$ cat src/rtl/brpc_pkg.sv
package brpc_pkg;

  typedef enum logic [2:0] {
    OPK_REL    = 3'd0,
    OPK_ACC    = 3'd1,
    OPK_ABS16  = 3'd2,
    OPK_WORD   = 3'd3,
    OPK_FAR24  = 3'd4,
    OPK_FARMEM = 3'd5,
    OPK_RSV6   = 3'd6,
    OPK_RSV7   = 3'd7
  } opk_e;

  localparam int SEL_W = 5;
  localparam int CYC_W = 4;

  // instruction length of a relative branch, in bytes
  localparam int LEN_REL = 2;

  // execution cycle counts per kind
  localparam int CYC_REL_TAKEN = 4;
  localparam int CYC_REL_SKIP  = 3;
  localparam int CYC_ACC       = 2;
  localparam int CYC_ABS16     = 3;
  localparam int CYC_WORD      = 3;
  localparam int CYC_FAR24     = 4;
  localparam int CYC_FARMEM    = 5;

endpackage

$ cat src/rtl/brpc_cond_eval.sv
module brpc_cond_eval
  import brpc_pkg::*;
(
  input  logic             fl_n,
  input  logic             fl_z,
  input  logic             fl_v,
  input  logic             fl_c,
  input  logic             fl_t,
  input  logic [SEL_W-1:0] sel,
  output logic             hit
);

  localparam int NPAIR = 8;
  localparam int NCODE = 2 * NPAIR;

  logic [NPAIR-1:0] pair_true;
  logic [NCODE-1:0] code_hit;

  // pair order follows the selector encoding
  assign pair_true = {fl_c | fl_z,
                      (fl_v ^ fl_n) | fl_z,
                      fl_v ^ fl_n,
                      fl_t,
                      fl_v,
                      fl_n,
                      fl_c,
                      fl_z};

  for (genvar k = 0; k < NCODE; k++) begin : g_code
    if (k % 2 == 0) begin : g_pos
      assign code_hit[k] = pair_true[k/2];
    end else begin : g_neg
      assign code_hit[k] = ~pair_true[k/2];
    end
  end

  always_comb begin
    if (sel[SEL_W-1]) begin
      hit = (sel[SEL_W-2:0] == '0);
    end else begin
      hit = code_hit[sel[SEL_W-2:0]];
    end
  end

endmodule

$ cat src/rtl/brpc_target_gen.sv
module brpc_target_gen
  import brpc_pkg::*;
#(
  parameter int PC_W   = 16,
  parameter int BANK_W = 8,
  parameter int DISP_W = 8
) (
  input  opk_e                     kind,
  input  logic                     cond_hit,
  input  logic [PC_W-1:0]          pc,
  input  logic [BANK_W-1:0]        bank,
  input  logic [DISP_W-1:0]        disp,
  input  logic [PC_W-1:0]          acc,
  input  logic [PC_W-1:0]          imm16,
  input  logic [PC_W+BANK_W-1:0]   imm24,
  input  logic [PC_W+BANK_W-1:0]   mem_opnd,
  output logic [PC_W-1:0]          nxt_pc,
  output logic [BANK_W-1:0]        nxt_bank,
  output logic                     taken
);

  localparam int EXT_W = PC_W - DISP_W;

  logic [PC_W-1:0] seq_pc;
  logic [PC_W-1:0] disp_ext;
  logic [PC_W-1:0] rel_pc;

  assign seq_pc   = pc + PC_W'(LEN_REL);
  assign disp_ext = {{EXT_W{disp[DISP_W-1]}}, disp};
  assign rel_pc   = seq_pc + disp_ext;

  always_comb begin
    nxt_pc   = pc;
    nxt_bank = bank;
    taken    = 1'b0;
    case (kind)
      OPK_REL: begin
        taken  = cond_hit;
        nxt_pc = cond_hit ? rel_pc : seq_pc;
      end
      OPK_ACC: begin
        taken  = 1'b1;
        nxt_pc = acc;
      end
      OPK_ABS16: begin
        taken  = 1'b1;
        nxt_pc = imm16;
      end
      OPK_WORD: begin
        taken  = 1'b1;
        nxt_pc = mem_opnd[PC_W-1:0];
      end
      OPK_FAR24: begin
        taken    = 1'b1;
        nxt_pc   = imm24[PC_W-1:0];
        nxt_bank = imm24[PC_W+BANK_W-1:PC_W];
      end
      OPK_FARMEM: begin
        taken    = 1'b1;
        nxt_pc   = mem_opnd[PC_W-1:0];
        nxt_bank = mem_opnd[PC_W+BANK_W-1:PC_W];
      end
      default: begin
        taken = 1'b0;
      end
    endcase
  end

endmodule

$ cat src/rtl/brpc_cycle_cost.sv
module brpc_cycle_cost
  import brpc_pkg::*;
(
  input  opk_e             kind,
  input  logic             taken,
  output logic [CYC_W-1:0] cycles
);

  always_comb begin
    case (kind)
      OPK_REL:    cycles = taken ? CYC_W'(CYC_REL_TAKEN) : CYC_W'(CYC_REL_SKIP);
      OPK_ACC:    cycles = CYC_W'(CYC_ACC);
      OPK_ABS16:  cycles = CYC_W'(CYC_ABS16);
      OPK_WORD:   cycles = CYC_W'(CYC_WORD);
      OPK_FAR24:  cycles = CYC_W'(CYC_FAR24);
      OPK_FARMEM: cycles = CYC_W'(CYC_FARMEM);
      default:    cycles = '0;
    endcase
  end

endmodule

$ cat src/rtl/brpc_unit.sv
module brpc_unit
  import brpc_pkg::*;
#(
  parameter int                PC_W       = 16,
  parameter int                BANK_W     = 8,
  parameter int                DISP_W     = 8,
  parameter logic [PC_W-1:0]   RESET_PC   = '0,
  parameter logic [BANK_W-1:0] RESET_BANK = '0
) (
  input  logic                   clk,
  input  logic                   rst_n,
  input  logic                   issue,
  input  logic [2:0]             op_kind,
  input  logic [SEL_W-1:0]       cond_sel,
  input  logic                   flag_n,
  input  logic                   flag_z,
  input  logic                   flag_v,
  input  logic                   flag_c,
  input  logic                   flag_t,
  input  logic [DISP_W-1:0]      disp,
  input  logic [PC_W-1:0]        acc,
  input  logic [PC_W-1:0]        imm16,
  input  logic [PC_W+BANK_W-1:0] imm24,
  input  logic [PC_W+BANK_W-1:0] mem_opnd,
  output logic [PC_W-1:0]        pc_q,
  output logic [BANK_W-1:0]      bank_q,
  output logic                   taken_q,
  output logic [CYC_W-1:0]       cycles_q
);

  localparam int SYNC_STAGES = 2;

  // reset: asserted at once, released through a short shift chain
  logic [SYNC_STAGES-1:0] rst_sync;
  logic                   rst_int_n;

  always_ff @(posedge clk or negedge rst_n) begin
    if (!rst_n) begin
      rst_sync <= '0;
    end else begin
      rst_sync <= {rst_sync[SYNC_STAGES-2:0], 1'b1};
    end
  end

  assign rst_int_n = rst_sync[SYNC_STAGES-1];

  opk_e               kind;
  logic               cond_hit;
  logic [PC_W-1:0]    gen_pc;
  logic [BANK_W-1:0]  gen_bank;
  logic               gen_taken;
  logic [CYC_W-1:0]   gen_cycles;

  assign kind = opk_e'(op_kind);

  brpc_cond_eval u_cond (
    .fl_n (flag_n),
    .fl_z (flag_z),
    .fl_v (flag_v),
    .fl_c (flag_c),
    .fl_t (flag_t),
    .sel  (cond_sel),
    .hit  (cond_hit)
  );

  brpc_target_gen #(
    .PC_W   (PC_W),
    .BANK_W (BANK_W),
    .DISP_W (DISP_W)
  ) u_target (
    .kind     (kind),
    .cond_hit (cond_hit),
    .pc       (pc_q),
    .bank     (bank_q),
    .disp     (disp),
    .acc      (acc),
    .imm16    (imm16),
    .imm24    (imm24),
    .mem_opnd (mem_opnd),
    .nxt_pc   (gen_pc),
    .nxt_bank (gen_bank),
    .taken    (gen_taken)
  );

  brpc_cycle_cost u_cost (
    .kind   (kind),
    .taken  (gen_taken),
    .cycles (gen_cycles)
  );

  // next-state selection
  logic [PC_W-1:0]   pc_d;
  logic [BANK_W-1:0] bank_d;
  logic              taken_d;
  logic [CYC_W-1:0]  cycles_d;

  always_comb begin
    pc_d     = pc_q;
    bank_d   = bank_q;
    taken_d  = taken_q;
    cycles_d = cycles_q;
    if (issue) begin
      pc_d     = gen_pc;
      bank_d   = gen_bank;
      taken_d  = gen_taken;
      cycles_d = gen_cycles;
    end
  end

  // state registers
  always_ff @(posedge clk or negedge rst_int_n) begin
    if (!rst_int_n) begin
      pc_q     <= RESET_PC;
      bank_q   <= RESET_BANK;
      taken_q  <= 1'b0;
      cycles_q <= '0;
    end else if (issue) begin
      pc_q     <= pc_d;
      bank_q   <= bank_d;
      taken_q  <= taken_d;
      cycles_q <= cycles_d;
    end
  end

endmodule

$ cat config.mk
export PLATFORM = sky130hd
export DESIGN_NAME = brpc_unit
export DESIGN_NICKNAME = d
export VERILOG_FILES = /design/src/rtl/brpc_pkg.sv /design/src/rtl/brpc_cond_eval.sv /design/src/rtl/brpc_target_gen.sv /design/src/rtl/brpc_cycle_cost.sv /design/src/rtl/brpc_unit.sv
export SDC_FILE = /design/constraint.sdc
export NUM_CORES = 1
export LEC_CHECK = 0
export CAP_MARGIN = 0
export CORE_MARGIN = 4
export CORE_UTILIZATION = 35
export CTS_CLUSTER_SIZE = 30
export DETAILED_ROUTE_END_ITERATION = 7
export PLACE_DENSITY = 0.74
export SLEW_MARGIN = 20
export SYNTH_ARGS = -nofsm -noshare
export SYNTH_HDL_FRONTEND = slang
export SYNTH_SLANG_ARGS = --single-unit
export TNS_END_PERCENT = 50
$ cat constraint.sdc
create_clock -name clk -period 1.5 [get_ports clk]
set_input_delay 0.3 -clock clk [delete_from_list [all_inputs] [get_ports clk]]
set_output_delay 0.3 -clock clk [all_outputs]
set_load 0.1 [all_outputs]
# --- Word level (Yosys, flattened, before mapping) ---
# Cells that the tools add are included.
op_classes:
  n_eq_ne: 5
  magnitude_cmp: 1
  muxes: 9
  n_bitwise: 11
  add_sub_neg: 2
  reduce_logical: 9
ops:
  columns: ["op", "n"]
  rows:
  - ["$pmux 16 s5", 1]
  - ["$pmux 4 s5", 1]
  - ["$add 16x16->16", 1]
  - ["$add 16x2->16 const B", 1]
  - ["$mux 16", 1]
  - ["$pmux 8 s2", 1]
  - ["$not 1->1", 8]
  - ["$eq 3x2->1 const B", 2]
  - ["$eq 3x3->1 const B", 2]
  - ["$lt 4x5->1 const B", 1]
  - ["$reduce_bool 5->1", 1]
  - ["$reduce_or 5->1", 1]
  - ["$bmux 1 s4", 1]
  - ["$logic_not 4->1", 1]
  - ["$reduce_and 2->1", 2]
  - ["$reduce_or 2->1", 2]
  - ["$eq 3x1->1 const B", 1]
  - ["$logic_not 3->1", 1]
  - ["$mux 3", 1]
  - ["$mux 1", 2]
  - ["$or 1x1->1", 2]
  - ["$pmux 1 s2", 1]
  - ["$reduce_bool 2->1", 1]
  - ["$xor 1x1->1", 1]
totals:
  output_inout_bits: 29
  register_bits: 31
  inputBits: 104

# --- Depth between registers and ports, before layout ---
# Gate-level depths: netlist of the first run.
logic_depth:
  depth_word: 9
  mapped_depth: 12
  mapped_depth_nobuf: 12

# --- Modules after synthesis ---
# A second synthesis of the first run with hierarchy kept.
unflattened:
  hier_cells: 409
  area_unflattened_um2: 3374.5
modules_own_cells:
  columns: ["module", "n_inst", "seq_area_each_um2", "area_per_inst_um2", "cells_per_inst"]
  rows:
  - ["brpc_target_gen", 1, 0.0, 2016.9, 319]
  - ["brpc_unit", 1, 775.7, 1171.1, 64]
  - ["brpc_cond_eval", 1, 0.0, 132.6, 17]
  - ["brpc_cycle_cost", 1, 0.0, 53.8, 9]

# --- Worst setup path after synthesis of the first run ---
# OpenSTA, ideal clock, no wires.
synth_timing:
  kind: "flip-flop to flip-flop"
  start: "register pc_q[1]"
  end: "register pc_q[15]"
  stages_incl_launch_ff: 12
  path_buffers: 0
  arrival_ns: 3.429
  period_less_slack_ns: 3.498
  t_required_ns: 1.432
  setup_slack_ns: -1.998
  path_cell_list: "dfrtp_1 -> ha_1 -> and3_1 -> nand4_1 -> xnor2_1 -> ha_1 -> and3_1 -> and3_1 -> o21ai_0 -> o21a_1 -> or4_1 -> nand3_1"
synth_via:
  elab_chain_len: 4
synth_lines:
  columns: ["item", "line", "rtl"]
  rows:
  - ["start, declared", "brpc_unit.sv:25", "output logic [PC_W-1:0] pc_q,"]
  - ["start signal, assigned", "brpc_unit.sv:118", "pc_q <= pc_d;"]
  - ["$add 16x2->16 *", "brpc_target_gen.sv:28", "assign seq_pc = pc + PC_W'(LEN_REL);"]
  - ["$add 16x16->16", "brpc_target_gen.sv:30", "assign rel_pc = seq_pc + disp_ext;"]
  - ["$mux 16 *", "brpc_target_gen.sv:39", "nxt_pc = cond_hit ? rel_pc : seq_pc;"]
  - ["$pmux 16 s5 *", "brpc_target_gen.sv:36", "case (kind)"]
# Mark *: on every way between the ends. The rest lies on a longest branch, timed or not.
# A chain may end at the register's enable or synchronous reset.

# --- Worst setup path in the final report of the first run ---
layout_timing:
  start: "register pc_q[4]"
  end: "register pc_q[15]"
# Same word-level chain as after synthesis.

==> flow_metrics.py, run 1 <==
metrics = {
    "run_status": {
        "outcome": "finished with violations",
        "violations_in_the_final_reports": "setup timing",
    },
    "synth": {
        "synth_top_family_by_area": "compound AO/OA/AOI/OAI gates",
        "synth_nets": 541,
        "synth-xor-area-share_pct": 6.56,
        "post_synth_instance_area_um2": 3200,
        "synthAdderAreaFrac_pct": 6.88,
        "syn_avg_cell_area_um2": 7.63,
        "synth.area.mux_share_pct": 7.97,
        "synth_flop_cell": "sky130_fd_sc_hd__dfrtp_1",
        "synth_async_sr_flop_share_pct": 100,
        "seq_area_frac_synth_pct": 23.4,
        "ys.warnings.count": 0,
        "synth_compound_area_share_pct": 31.1,
        "synth_enable_flop_cells": 0,
        "synth-simple-area-share_pct": 18.8,
        "post_synth_inst_count": 420,
        "yosysUniqueCellTypes": 57,
        "synth.ff_latch_count": 30,
    },
    "finish": {
        "final_common_cell": "sky130_fd_sc_hd__buf_4",
        "insertedDiodeCount": 0,
        "final_cell_count_without_fillers": 767,
        "net_total_in_the_final_layout": 779,
        "final_layout_size_suffix_gt1_share_pct": 37.9,
        "layout_common_cells": "sky130_fd_sc_hd__buf_4, sky130_fd_sc_hd__clkdlybuf4s50_1, sky130_fd_sc_hd__a21oi_1",
        "area_delta_synth_final_pct": 102,
    },
    "sta": {
        "rsz0062_at_grt": "true",
        "hold_viol_final": 0,
        "max_clock_freq_mhz": 356,
        "crit_share_post_route_pct": 187,
        "total_count_of_max_transition_violations_in_the_final_report": 0,
        "setup_total_negative_slack_ps": -15690,
        "setup_ws_ps": -1310,
        "final.min_clock_period_ps": 2810,
        "final-setup-viol-count": 21,
        "holdWs_ps": 173,
        "fin_clk_skew_ps": 13.7,
    },
    "grt": {
        "first_global_vias": 4347,
        "grt_overflow": 0,
        "initial_antenna_violation_count": 0,
        "grt_use_total_pct": 25.3,
        "grt_pass1_wl_mm": 22.4,
        "grt_max_degree": 29,
    },
    "placed_design": {
        "dp_hpwl_mm": 10.1,
        "dp_cells": 735,
        "pre_cts_ws_ps": -1240,
        "portBuffers": 131,
        "gpl.final_weighted_congestion": 0.863,
    },
    "floorplan": {
        "design.core.area_um2": 8810,
        "die_area_um2": 10700,
        "placement_row_count": 34,
        "floorplan.initialDensity_pct": 36.4,
        "fp.dieH_um": 104,
        "io_pins": 133,
        "die_w_um": 104,
    },
    "min_path": {
        "hold_path.class": "primary input to async pin",
    },
    "power": {
        "fin_total_pwr_mw": 7.11,
        "power-per-cell-area_nw_per_um2": 1100,
        "leakage_component_of_the_power_nw": 2.87,
        "vdd.ir_drop.worst_v": 0.000805,
    },
    "clocking": {
        "tritoncts_num_sinks": 30,
        "max-clock-path-buffers": 2,
        "clk_latency_ps": 300,
        "clkTransAtPathRegs_ps": 70,
        "cts_made_buffers": 5,
        "cts-root-buf": "sky130_fd_sc_hd__clkbuf_8",
        "clock_tree_from_tritoncts": "done",
        "number_of_levels_in_the_clock_h_tree": 2,
    },
    "setup_path": {
        "crit_fanout": 3,
        "timing.critical_path.to_type": "flip-flop",
        "timing_worst_setup_path_type": "flip-flop to flip-flop",
        "crit_path_start_kind": "flip-flop",
        "timing.critical_path.arrival_ps": 3040,
        "worst-endpoint-required_ps": 1730,
    },
    "route": {
        "drt_antenna_net_count": 0,
        "routed_wirelength_mm": 15.0,
        "detail_route.iter0.violations": 311,
        "detailed_routing_iterations_pass_1": 5,
        "detail_route.wl_per_cell_um": 19.6,
        "remaining_routing_drc_violations": 0,
        "vias": 4409,
        "via_per_inst": 5.75,
    },
    "job": {
        "max-cap-violations": 0,
    },
}
==> logic make-up after synthesis <==
kind of cell / Yosys count
compound gates: 160
xor+xnor: 24
fa+ha+maj: 17
buf+inv: 34
flops: 30
mux: 24
other cells: 2
simple gates: 129
==> state kept, by name (all words and copies together), names as in the netlist <==
register / count
pc_q: 16
taken_q: 1
rst_sync: 2
bank_q: 8
cycles_q: 3
==> cell type report <==
| type | count | area [um^2] |
|---|---|---|
| clock inverter | 1 | 30.0 |
| inverter | 12 | 45.0 |
| clock buffer | 7 | 86.3 |
| tap | 108 | 135 |
| timing repair buffer | 253 | 2620 |
| multi-input combinational | 356 | 2770 |
| sequential | 30 | 786 |
| fill | 628 | 2330 |
==> report_power, final <==
group / internal, mW / switching, mW
clock network: 0.542 / 0.360
logic: 2.34 / 2.76
registers: 0.971 / 0.145
==> critical path, cell delays in order (launching register included) <==
cell	delay, ps
sky130_fd_sc_hd__dfrtp_4	420
sky130_fd_sc_hd__and4_4	230
sky130_fd_sc_hd__nand4_1	150
sky130_fd_sc_hd__buf_4	200
sky130_fd_sc_hd__nor2_1	140
sky130_fd_sc_hd__xor2_1	200
sky130_fd_sc_hd__ha_1	300
sky130_fd_sc_hd__a21oi_2	150
sky130_fd_sc_hd__nor2b_2	60
sky130_fd_sc_hd__o22ai_2	120
sky130_fd_sc_hd__buf_4	140
sky130_fd_sc_hd__xnor2_1	50
sky130_fd_sc_hd__o21a_1	110
sky130_fd_sc_hd__or4_1	390
sky130_fd_sc_hd__nand3_1	80
==> path summary, 6_finish.rpt <==
kind	slack (ps)	depth (start not counted)	endpoint	from
worst max register to register	-1310	14	pc_q[15]	pc_q[4]
max in group asynchronous	900	1	pc_q[5]	rst_sync[1]
worst max-delay path	-1310	14	pc_q[15]	pc_q[4]
worst min-delay path	170	1	rst_sync[1]	rst_n
min in group clk	360	0	rst_sync[1]	rst_sync[0]
worst min register to register	260	1	cycles_q[2]	rst_sync[1]
==> routing by layer <==
layer	GRT usage (%)	share of wire, %
met1	30.6	39
met2	44.7	50
met3	5.16	7.8
met5	0	0
met4	8.74	3.3
==> Yosys cell counts (2+ instances only) <==
library cell | count | share of area [%]
sky130_fd_sc_hd__o21ai_0 | 31 | 4.8
sky130_fd_sc_hd__o22ai_1 | 8 | 1.6
sky130_fd_sc_hd__inv_1 | 10 | 1.2
sky130_fd_sc_hd__buf_1 | 2 | 0.23
sky130_fd_sc_hd__o221ai_1 | 5 | 1.4
sky130_fd_sc_hd__a31oi_1 | 17 | 3.3
sky130_fd_sc_hd__xor2_1 | 10 | 2.7
sky130_fd_sc_hd__o21a_1 | 2 | 0.47
sky130_fd_sc_hd__a21oi_1 | 57 | 8.9
sky130_fd_sc_hd__conb_1 | 2 | 0.23
sky130_fd_sc_hd__nand2_1 | 43 | 5.0
sky130_fd_sc_hd__nor2_1 | 40 | 4.7
sky130_fd_sc_hd__nand2b_1 | 5 | 0.98
sky130_fd_sc_hd__o21bai_1 | 4 | 0.94
sky130_fd_sc_hd__mux2i_1 | 21 | 6.6
sky130_fd_sc_hd__a32oi_1 | 2 | 0.55
sky130_fd_sc_hd__nor3_1 | 4 | 0.63
sky130_fd_sc_hd__nor3b_1 | 3 | 0.70
sky130_fd_sc_hd__mux2_2 | 2 | 0.70
sky130_fd_sc_hd__a21o_1 | 10 | 2.3
sky130_fd_sc_hd__nor2b_1 | 2 | 0.39
sky130_fd_sc_hd__dfrtp_1 | 30 | 23
sky130_fd_sc_hd__or4_1 | 2 | 0.47
sky130_fd_sc_hd__buf_6 | 2 | 0.70
sky130_fd_sc_hd__nand3b_1 | 2 | 0.47
sky130_fd_sc_hd__a211oi_1 | 8 | 1.9
sky130_fd_sc_hd__xnor2_1 | 14 | 3.8
sky130_fd_sc_hd__clkinv_1 | 2 | 0.23
sky130_fd_sc_hd__buf_2 | 3 | 0.47
sky130_fd_sc_hd__and3_1 | 7 | 1.4
sky130_fd_sc_hd__and4_1 | 2 | 0.55
sky130_fd_sc_hd__clkbuf_1 | 13 | 1.5
sky130_fd_sc_hd__o31ai_2 | 2 | 0.78
sky130_fd_sc_hd__nand4_1 | 5 | 0.98
sky130_fd_sc_hd__nand3_1 | 10 | 1.6
sky130_fd_sc_hd__ha_1 | 16 | 6.2
sky130_fd_sc_hd__o211ai_1 | 2 | 0.47
==> through the flow <==
stage | util [%] | cell area [um^2]
after floorplan | - | 3350
after global placement | 65.1 | 5730
after detailed placement | 65.1 | 5730
after CTS | 70.5 | 6200
after global routing | 73.6 | 6480
final | 73.6 | 6480
==> timing repair <==
item / CTS / global route
gates cloned: 2 / 0
resized for setup: 66 / 45
pin swaps: 37 / 29
hold buffers: 0 / 0
setup endpoints to repair: 28 / 28
setup buffers: 14 / 9
No activity file was read; power rests on OpenSTA's default activity.
==> inputs of run 2 (changes only) <==
Settings changed: PLACE_DENSITY 0.74 to 0.76, SLEW_MARGIN 20 to unset.
Clock period 1.5 ns to 2.4 ns, I/O delays scaled along.
==> run 2 against run 1 <==
Against the previous run: the run still ends with setup timing left; sequential share of layout area grew 1.4 points; setup slack gained 810 ps; power shrank 45%; utilization shrank 7.7 points; via count shrank 0.29%; critical path depth shrank 2; cell count shrank 2.3%; largest power group unchanged.
==> flow_metrics.py, run 2 (synthesized netlist as in run 1, its figures left out) <==
metrics = {
    "power": {
        "vdd.ir_drop.worst_v": 0.000415,
        "clock_power_share_pct": 11.0,
        "swShare_pct": 48.4,
        "power-per-cell-area_nw_per_um2": 670,
        "p_sw_mw": 1.88,
        "leakage_component_of_the_power_nw": 2.62,
        "fin_total_pwr_mw": 3.89,
        "cell_internal_pwr_mw": 2.00,
        "share_comb_of_total_power_pct": 71.4,
        "seq_power_share_pct": 17.6,
    },
    "route": {
        "detail_route.wl_per_cell_um": 19.0,
        "vias": 4396,
        "routed_wirelength_mm": 14.3,
        "remaining_routing_drc_violations": 0,
        "drt_antenna_net_count": 0,
        "detail_route.iter0.violations": 340,
        "detailed_routing_iterations_pass_1": 5,
        "via_per_inst": 5.87,
    },
    "finish": {
        "layout_common_cells": "sky130_fd_sc_hd__buf_4, sky130_fd_sc_hd__clkdlybuf4s50_1, sky130_fd_sc_hd__a21oi_1",
        "biggestRegsByFlops": "pc_q: 16 flops, bank_q: 8 flops, cycles_q: 3 flops",
        "insertedDiodeCount": 0,
        "final_common_cell": "sky130_fd_sc_hd__buf_4",
        "final_layout_size_suffix_gt1_share_pct": 33.4,
        "registers.top_by_ff_count": "pc_q",
        "net_total_in_the_final_layout": 761,
        "largest_register_ffs": 16,
        "area_delta_synth_final_pct": 81.1,
        "fraction_of_the_core_area_covered_by_cells_at_the_end_of_the_flow_pct": 65.9,
    },
    "sta": {
        "crit_share_post_route_pct": 121,
        "final-setup-viol-count": 10,
        "total_count_of_max_transition_violations_in_the_final_report": 0,
        "holdWs_ps": 354,
        "final.min_clock_period_ps": 2910,
        "setup_total_negative_slack_ps": -2300,
        "setup_ws_ps": -506,
        "fin_clk_skew_ps": 4.99,
        "slew_headroom_pct": 38.7,
        "max_clock_freq_mhz": 344,
        "rsz0062_at_grt": "true",
        "worstMarginPinSlew_ps": 920,
        "hold_viol_final": 0,
    },
    "clocking": {
        "clk_latency_ps": 290,
        "clock_tree_from_tritoncts": "done",
        "tritoncts_num_sinks": 30,
        "cts-root-buf": "sky130_fd_sc_hd__clkbuf_8",
        "cts_made_buffers": 5,
        "ctsHoldBuffers": 0,
        "clkTransAtPathRegs_ps": 70,
        "number_of_levels_in_the_clock_h_tree": 2,
        "max-clock-path-buffers": 2,
    },
    "job": {
        "max-cap-violations": 0,
    },
    "grt": {
        "first_global_vias": 4149,
        "initial_antenna_violation_count": 0,
        "grt_pass1_wl_mm": 20.9,
        "grt_overflow": 0,
        "grt_use_total_pct": 23.4,
        "grt_max_degree": 22,
    },
    "setup_path": {
        "crit_path_start_kind": "flip-flop",
        "timing_worst_setup_path_type": "flip-flop to flip-flop",
        "crit_fanout": 4,
        "r2r_start": "pc_q[6]",
        "crit_path_start": "pc_q[6]",
        "timing.critical_path.arrival_ps": 3130,
        "worst-endpoint-required_ps": 2630,
        "reg2reg_setup_slack_ps": -510,
        "timing.critical_path.to_type": "flip-flop",
    },
    "placed_design": {
        "dp_hpwl_mm": 10.2,
        "portBuffers": 131,
        "pre_cts_ws_ps": -529,
        "gpl.final_weighted_congestion": 0.905,
    },
    "floorplan": {
        "placement_row_count": 34,
        "die_area_um2": 10700,
        "floorplan.initialDensity_pct": 36.4,
        "fp.dieH_um": 104,
        "design.core.area_um2": 8810,
        "die_w_um": 104,
        "io_pins": 133,
    },
    "run_status": {
        "outcome": "finished with violations",
        "violations_in_the_final_reports": "setup timing",
    },
    "min_path": {
        "hold_path.class": "primary input to async pin",
    },
}
[run 2: cell count changes in the layout (fill, tap and decap cells not counted), sizes merged]
cell           before  now
dlygate4sd2         2    1
bufbuf              0    2
clkinv              1    3
clkdlybuf4s50      90   97
bufinv              1    0
dlymetal6s2s        5    4
buf               156  130
clkdlybuf4s15       0    1
inv                11   10
[run 2: cell type report]
cell class / count / area, um^2
multi-input combinational: 356 / 2630
clock buffer: 7 / 86.3
tap: 108 / 135
inverter: 12 / 47.5
clock inverter: 1 / 5.00
fill: 667 / 3000
sequential: 30 / 786
timing repair buffer: 235 / 2110
[run 2: worst max-delay path, stage by stage (launching register included)]
cell and delay [ps]:
sky130_fd_sc_hd__dfrtp_4 420, sky130_fd_sc_hd__and4_4 250, sky130_fd_sc_hd__buf_6 100, sky130_fd_sc_hd__and3_4 210, sky130_fd_sc_hd__nand4_1 140, sky130_fd_sc_hd__xnor2_2 200, sky130_fd_sc_hd__ha_1 320, sky130_fd_sc_hd__and3_4 190
sky130_fd_sc_hd__and3_4 170, sky130_fd_sc_hd__o21ai_2 60, sky130_fd_sc_hd__o21a_1 220, sky130_fd_sc_hd__or4_1 470, sky130_fd_sc_hd__nand3_1 100
[run 2: per-layer routing]
| metal | vias to the layer above | routed length, um | global-route usage (%) |
|---|---|---|---|
| met3 | 53 | 1210 | 4.17 |
| met2 | 252 | 6910 | 41.3 |
| met5 | - | 0 | 0 |
| li1 | 2007 | - | - |
| met4 | 0 | 495 | 6.36 |
| met1 | 2084 | 5640 | 29.4 |
[run 2: worst paths after layout]
check,endpoint,cells after the start
max in group asynchronous,pc_q[1],0
worst min-delay path,rst_sync[0],1
worst max register to register,pc_q[15],12
min in group clk,rst_sync[1],0
worst min register to register,rst_sync[1],0
worst max-delay path,pc_q[15],12
[run 2: timing repair]
| item | 4_1_cts | 5_1_grt |
|---|---|---|
| pin swaps | 25 | 24 |
| endpoints found under the setup margin | 19 | 19 |
| resized for setup | 29 | 38 |
| buffers inserted | 11 | 6 |
| gates cloned | 2 | 0 |
[run 2: through the flow]
step                      cells  instance area, um^2
after global routing        749                 5800
after global placement      722                 5210
after detailed placement    722                 5210
after floorplan             420                 3300
after CTS                   743                 5580
final                       749                 5800
[run 2: power by group through the flow]
| stage | Sequential [mW] | Clock [mW] | Combinational [mW] |
|---|---|---|---|
| CTS | 0.679 | 0.428 | 2.57 |
| global route | 0.695 | 0.449 | 2.92 |
| detailed placement | 0.686 | 0 | 2.39 |
| finish | 0.685 | 0.426 | 2.78 |
| global placement | 0.682 | 0 | 2.34 |
| floorplan | 1.31 | 0 | 0.877 |
==> inputs of run 3 (changes only) <==
Settings changed: SLEW_MARGIN set to 25.
==> results of run 3 <==
The final DEF is identical to that of run 2; final timing and power are the same.
